## src/rtl/tbw_pkg.sv

```systemverilog
package tbw_pkg;
  localparam int unsigned NUM_CODES = 4;
  localparam logic [7:0] UNLOCK_FIRST  = 8'hA5;
  localparam logic [7:0] UNLOCK_SECOND = 8'h5A;

  // counter bit watched for interval code k
  function automatic int unsigned tap_of(input int unsigned cnt_w, input int unsigned code);
    return cnt_w - 7 + 2 * code;
  endfunction
endpackage

```

## src/rtl/tbw_counter.sv

```systemverilog
module tbw_counter #(
  parameter int unsigned CNT_W = 26
) (
  input  logic             clk,
  input  logic             rst_n,
  input  logic             zero_i,
  output logic [CNT_W-1:0] cnt_o
);
  always_ff @(posedge clk or negedge rst_n) begin
    if (!rst_n)      cnt_o <= '0;
    else if (zero_i) cnt_o <= '0;
    else             cnt_o <= cnt_o + 1'b1;
  end
endmodule

```

## src/rtl/tbw_arm.sv

```systemverilog
module tbw_arm (
  input  logic       clk,
  input  logic       rst_n,
  input  logic       ctrl_wr_i,
  input  logic [1:0] code_i,
  output logic       armed_o,
  output logic [1:0] code_o
);
  always_ff @(posedge clk or negedge rst_n) begin
    if (!rst_n) begin
      armed_o <= 1'b0;
      code_o  <= 2'd0;
    end else if (ctrl_wr_i && !armed_o) begin
      armed_o <= 1'b1;
      code_o  <= code_i;
    end
  end
endmodule

```

## src/rtl/tbw_unlock.sv

```systemverilog
module tbw_unlock
  import tbw_pkg::*;
(
  input  logic       clk,
  input  logic       rst_n,
  input  logic       clr_wr_i,
  input  logic [7:0] byte_i,
  output logic       kick_o
);
  logic first_seen;
  logic is_first;
  logic is_second;

  assign is_first  = (byte_i == UNLOCK_FIRST);
  assign is_second = (byte_i == UNLOCK_SECOND);
  assign kick_o    = clr_wr_i && is_second && first_seen;

  always_ff @(posedge clk or negedge rst_n) begin
    if (!rst_n)        first_seen <= 1'b0;
    else if (clr_wr_i) first_seen <= is_first;
  end
endmodule

```

## src/rtl/tbw_timeout.sv

```systemverilog
module tbw_timeout (
  input  logic clk,
  input  logic rst_n,
  input  logic armed_i,
  input  logic tap_i,
  input  logic kick_i,
  output logic fall_o,
  output logic flag_o,
  output logic req_o
);
  logic tap_q;

  assign fall_o = armed_i && tap_q && !tap_i;

  always_ff @(posedge clk or negedge rst_n) begin
    if (!rst_n) begin
      tap_q  <= 1'b0;
      flag_o <= 1'b0;
      req_o  <= 1'b0;
    end else begin
      tap_q <= kick_i ? 1'b0 : tap_i;
      if (kick_i)      flag_o <= 1'b0;
      else if (fall_o) flag_o <= 1'b1;
      req_o <= fall_o && flag_o && !kick_i;
    end
  end
endmodule

```

## src/rtl/tbw_supervisor.sv

```systemverilog
module tbw_supervisor
  import tbw_pkg::*;
#(
  parameter int unsigned CNT_W    = 26,
  parameter int unsigned ADDR_W   = 4,
  parameter int unsigned DATA_W   = 16,
  parameter logic [ADDR_W-1:0] CTRL_ADDR = 'd0,
  parameter logic [ADDR_W-1:0] CLR_ADDR  = 'd1
) (
  input  logic              clk,
  input  logic              rst_n,
  input  logic              wr_en,
  input  logic [ADDR_W-1:0] wr_addr,
  input  logic [DATA_W-1:0] wr_data,
  output logic [CNT_W-1:0]  tb_count,
  output logic              wd_reset_req
);
  logic ctrl_wr, clr_wr;
  logic kick, armed, fall, flag, tap_bit;
  logic [1:0] code;
  logic [NUM_CODES-1:0] taps;
  logic unused_hi;

  assign ctrl_wr   = wr_en && (wr_addr == CTRL_ADDR);
  assign clr_wr    = wr_en && (wr_addr == CLR_ADDR);
  assign unused_hi = ^wr_data[DATA_W-1:10];

  tbw_counter #(.CNT_W(CNT_W)) u_cnt (
    .clk(clk), .rst_n(rst_n), .zero_i(kick), .cnt_o(tb_count)
  );

  tbw_arm u_arm (
    .clk(clk), .rst_n(rst_n), .ctrl_wr_i(ctrl_wr),
    .code_i(wr_data[9:8]), .armed_o(armed), .code_o(code)
  );

  tbw_unlock u_unlock (
    .clk(clk), .rst_n(rst_n), .clr_wr_i(clr_wr),
    .byte_i(wr_data[7:0]), .kick_o(kick)
  );

  for (genvar g = 0; g < NUM_CODES; g++) begin : g_tap
    assign taps[g] = tb_count[tap_of(CNT_W, g)];
  end
  assign tap_bit = taps[code];

  tbw_timeout u_to (
    .clk(clk), .rst_n(rst_n), .armed_i(armed), .tap_i(tap_bit),
    .kick_i(kick), .fall_o(fall), .flag_o(flag), .req_o(wd_reset_req)
  );
endmodule

```

## config.mk

```make
export PLATFORM = sky130hd
export DESIGN_NAME = tbw_supervisor
export DESIGN_NICKNAME = d
export VERILOG_FILES = /design/src/rtl/tbw_pkg.sv /design/src/rtl/tbw_counter.sv /design/src/rtl/tbw_arm.sv /design/src/rtl/tbw_unlock.sv /design/src/rtl/tbw_timeout.sv /design/src/rtl/tbw_supervisor.sv
export SDC_FILE = /design/constraint.sdc
export NUM_CORES = 1
export LEC_CHECK = 0
export CORE_MARGIN = 5
export CORE_UTILIZATION = 47
export DETAILED_ROUTE_END_ITERATION = 16
export PLACE_DENSITY = 0.8
export SYNTH_ARGS = -nofsm -noshare
export SYNTH_HDL_FRONTEND = slang
export SYNTH_SLANG_ARGS = --single-unit
```

## constraint.sdc

```tcl
create_clock -name clk -period 2.2 [get_ports clk]
set_input_delay 0.22 -clock clk [delete_from_list [all_inputs] [get_ports clk]]
set_output_delay 0.22 -clock clk [all_outputs]
set_load 0.05 [all_outputs]
```

Word-level counts from Yosys, hierarchy flattened
Cells that the tools add are included.

Add/sub/neg operators: 1. Multipliers: 0. Div/mod/pow operators: 0. Magnitude comparators: 1. Equal/unequal tests: 3. Shift-type cells: 0. Muxes and demuxes: 6. Bitwise operators: 0. Reductions and logical operators: 14.

Operators by type and width (number): $add A26 B1 Y26 const B (1); $mux W26 (1); $logic_and A1 B1 Y1 (9); $eq A8 B7 Y1 const B (1); $eq A8 B8 Y1 const B (1); $eq A4 B1 Y1 const B (1); $logic_not A4 Y1 (1); $mux W1 (4); $logic_not A1 Y1 (3); $lt A2 B3 Y1 const B (1); $bmux W1 S2 (1); $reduce_bool A2 Y1 (1).

Bits in registers: 33. Bits in latches: 0. RAM bits: 0. ROM bits: 0. Input port bits: 23. Output and inout port bits: 27. Memories: 0.

Logic depth before layout (Yosys ltp)
Gate-level depths: netlist of the first run.

Depth after elaboration: 6. Gate-level depth with buffers: 6. Gate-level depth less buffers: 5.

Cells and area by module
A second synthesis of the first run with hierarchy kept.

Cell total of the unflattened synthesis: 161. Area, all modules: 1686.6 µm².

By module, submodules not included: tbw_counter (times used 1, cells each 132, area each 1290.0 µm², seq. area each 650.6 µm²); tbw_timeout (times used 1, cells each 9, area each 127.6 µm², seq. area each 75.1 µm²); tbw_arm (times used 1, cells each 7, area each 125.1 µm², seq. area each 75.1 µm²); tbw_unlock (times used 1, cells each 9, area each 97.6 µm², seq. area each 25.0 µm²); tbw_supervisor (times used 1, cells each 4, area each 46.3 µm², seq. area each 0.0 µm²).

Least setup slack after synthesis of the first run
No wires, ideal clock.

Kind: reg2reg. From: reg u_cnt.cnt_o[4]. To: reg u_cnt.cnt_o[21]. Library setup time: 0.077 ns. Arrival: 1.892 ns. Data required time: 2.123 ns. Setup slack: 0.230 ns. Cell stages (with the launch flop): 7. Buffers on the path: 2. Period minus slack after synthesis: 1.970 ns. Cell sequence: dfrtp_1 and4_1 buf_6 nand4_4 buf_6 or4_1 a21oi_1.

Cells in the longest elaborated chain, start to end: 2.

Ends and longest elaborated chain: start: declaration (line tbw_counter.sv:7) `output logic [CNT_W-1:0] cnt_o`; start signal: assignment (line tbw_counter.sv:12) `else cnt_o <= cnt_o + 1'b1;`; $add A26 B1 Y26 (line tbw_counter.sv:12); $mux W26 (line tbw_counter.sv:11) `else if (zero_i) cnt_o <= '0;`.

No other way between the ends. A chain may end at the register's enable or synchronous reset.

Worst setup path in the final report of the first run
From: reg u_cnt.cnt_o[15]. To: out tb_count[15].

RTL lines: end: declaration (line tbw_supervisor.sv:15) `output logic [CNT_W-1:0] tb_count,`.

No word-level cell between the ends.

==> impl_metrics.ini, run 1 <==
[outcome]
status = complete, no violations

[grt]
grt_max_degree = 34
antenna_found_initial = 0
grt_pass1_vias = 1507
gr-total-overflow = 0
gr-usage-all-layers_pct = 17.9
grt_pass1_wl_um = 7030

[detailed_routing]
vias = 1504
drt_pre_antenna_iters = 6
drc = 0
wl_per_cell_um = 15.9
drt-total-wl_um = 4190
vias_per_cell = 5.72
drt.antenna.violating_nets = 0
drt-initial-drc-count = 134

[yosys]
yosysSeqAreaShare_pct = 48.8
yosys_register_bits = 33
syn_area_um2 = 1690
synth_ff_type = dfrtp_1
yosysWarnings = 0
syn_nets = 191
yosys-top-cells-area = dfrtp_1 (49%), nor2_1 (4.9%), xor2_1 (4.1%)
synthArstFlopShare_pct = 100
postSynthAreaPerCell_um2 = 10.2
yosysTopAreaCell = dfrtp_1
synth_top_area_share_pct = 48.8
synth-edff-count = 0
syn_inst = 166
ys_types = 34

[cells_and_area]
antenna_cells = 0
drive_gt1_share_pct = 5.53
fin_cells = 263
area_growth_pct = 31.4
nets = 241
final_common_cell = clkdlybuf4s50_1
layout_common_cells = clkdlybuf4s50_1 (43), dfrtp_1 (33), nor2_1 (22)
fillers = 292

[floorplan]
io_pins = 50
die_y_um = 70.0
start_util_pct = 49.6
std_cell_rows = 21
fp.dieArea_um2 = 4900
die_width_um = 70.0
coreArea_um2 = 3420

[cts]
root_buffer = clkbuf_4
ctsResizeCount = 0
htree_levels = 2
clk_path_buf_depth = 2
cts.sinks = 33
postCtsHoldBufs = 0
clk-insertion-delay-late_ns = 0.33
cts_setup_buffers = 0
cts_tree = built
numCtsBuffers = 5
path_clk_slew_ns = 0.09

[power_and_ir_drop]
powerDensity_nw_per_um2 = 472
power.share.clock_pct = 29.9
combPwrFrac_pct = 9.2
ir_worst_vdd_uv = 331
p_int_uw = 807
p_leak_uw = 0.000872
swShare_pct = 23.1
power_frac_seq_pct = 60.9
switchingPower_uw = 242

[hold_path]
hp-class = primary input to async pin

[critical_path]
worstSetupPathType = flip-flop to output port
crit_cells = 1
critPathCapture = tb_count[15]
cp_cell_sequence = clkdlybuf4s50_1
worstRegToRegCells = 4
critical_path.reg2reg.startpoint = u_cnt.cnt_o[4]$_DFF_PN0_
path_delay_family = buffers and inverters
end_kind = output port
cp-start-kind = flip-flop
startpoint = u_cnt.cnt_o[15]$_DFF_PN0_
slowest_delay_ns = 0.87
reg2reg_slack_ns = 0.40
crit_buf_inv = 1
rr_endpoint = u_cnt.cnt_o[17]$_DFF_PN0_
crit_slowest_cell = clkdlybuf4s50_1
crit_arrival_ns = 1.71
cp.required_ns = 1.98
critPathMaxFanout = 6

[timing]
rsz0062_at_grt = no
finalHoldViolations = 0
fmax_mhz = 519
min_period_over_period_pct = 87.6
tightest_slew_ns = 0.536
clock-skew-final_ns = 0.00747
setup_viol = 0
fin_crit_ns = 1.93
slew_violations = 0
relSlewSlack_pct = 64.1
fin_tns_setup_ns = 0

[placement]
dp_hpwl_um = 3120
portBuffers = 43
place_congestion = 0.829
dp.cells = 255

[flow_run]
cap_violations = 0
==> power by group through the flow <==
stage / sequential [µW] / combinational, µW / clock (µW)
6_report: 640 / 96.6 / 313
5_1_grt: 643 / 106 / 353
4_1_cts: 640 / 98.0 / 322
3_5_place_dp: 651 / 97.4 / 0
3_3_place_gp: 651 / 93.8 / 0
2_1_floorplan: 659 / 30.2 / 0
==> synth_stat cells, drive strengths merged (3+ instances only) <==
cell type	count
nand3	11
dfrtp	33
o31ai	7
nor4	3
or4	7
xnor2	6
and4	4
nor2	23
buf	3
and3	4
xor2	8
a21oi	9
nand2	12
nand4	11
==> metal layers <==
metal	track usage (%)	share of wire, %	up-vias
met1	21.9	41	739
met5	0	0	-
met3	4.16	4.6	8
met4	6.38	1.2	0
li1	-	-	717
met2	30.7	53	40
==> flip-flops by register name (all words and copies together) (netlist names) <==
signal,count
u_cnt.cnt_o,26
u_arm.code_o,2
u_arm.armed_o,1
u_to.flag_o,1
u_to.req_o,1
u_to.tap_q,1
u_unlock.first_seen,1
==> cell families after synthesis <==
| family | Yosys count | synth area share, % |
|---|---|---|
| AO/OA/AOI/OAI | 19 | 6.87 |
| XOR/XNOR | 14 | 7.24 |
| adder cells (fa/ha/maj) | 2 | 1.48 |
| buffers and inverters | 5 | 2.07 |
| flip-flops | 33 | 48.8 |
| multiplexers | 4 | 3.25 |
| AND/OR/NAND/NOR | 89 | 30.3 |
==> per-stage QoR <==
step / power (µW) / hold WS, ns / setup WS (ns) / util, % / instance area (µm²)
2_1_floorplan: 689 / -0.0756 / 0.230 / - / 1690
3_3_place_gp: 744 / 0.471 / 0.375 / 63.7 / 2180
3_5_place_dp: 749 / 0.481 / 0.317 / 63.7 / 2180
4_1_cts: 1060 / 0.296 / 0.263 / 65.1 / 2220
5_1_grt: 1100 / 0.314 / 0.193 / 65.1 / 2220
6_report: 1050 / 0.289 / 0.273 / 65.1 / 2220
==> worst min path at each step <==
stage / start / end / cells past startpoint
after CTS: rst_n / u_arm.code_o[1]$_DFFE_PN0P_ / 2
after detailed placement: u_to.flag_o$_DFFE_PN0P_ / u_to.flag_o$_DFFE_PN0P_ / 2
after floorplan: rst_n / u_arm.armed_o$_DFFE_PN0P_ / 0
after global routing: rst_n / u_cnt.cnt_o[21]$_DFF_PN0_ / 2
after global placement: u_unlock.first_seen$_DFFE_PN0P_ / u_unlock.first_seen$_DFFE_PN0P_ / 2
final: rst_n / u_cnt.cnt_o[21]$_DFF_PN0_ / 2
==> area by class of cell <==
class / count / area (µm²) / area share [%]
tap: 46 / 57.6 / 2.59
sequential: 33 / 826 / 37.1
clock buffer: 8 / 48.8 / 2.19
multi-input combinational: 128 / 832 / 37.4
inverter: 2 / 7.51 / 0.337
timing repair buffer: 46 / 453 / 20.4
(Power assumes the default switching activity.)
==> run 2, diff against run 1 <==
--- a/config.mk
+++ b/config.mk
@@ -12,3 +12,4 @@
 export SYNTH_ARGS = -nofsm -noshare
 export SYNTH_HDL_FRONTEND = slang
 export SYNTH_SLANG_ARGS = --single-unit
+export TNS_END_PERCENT = 1
==> results of run 2 <==
The final DEF is identical to that of run 1; final timing and power are the same.
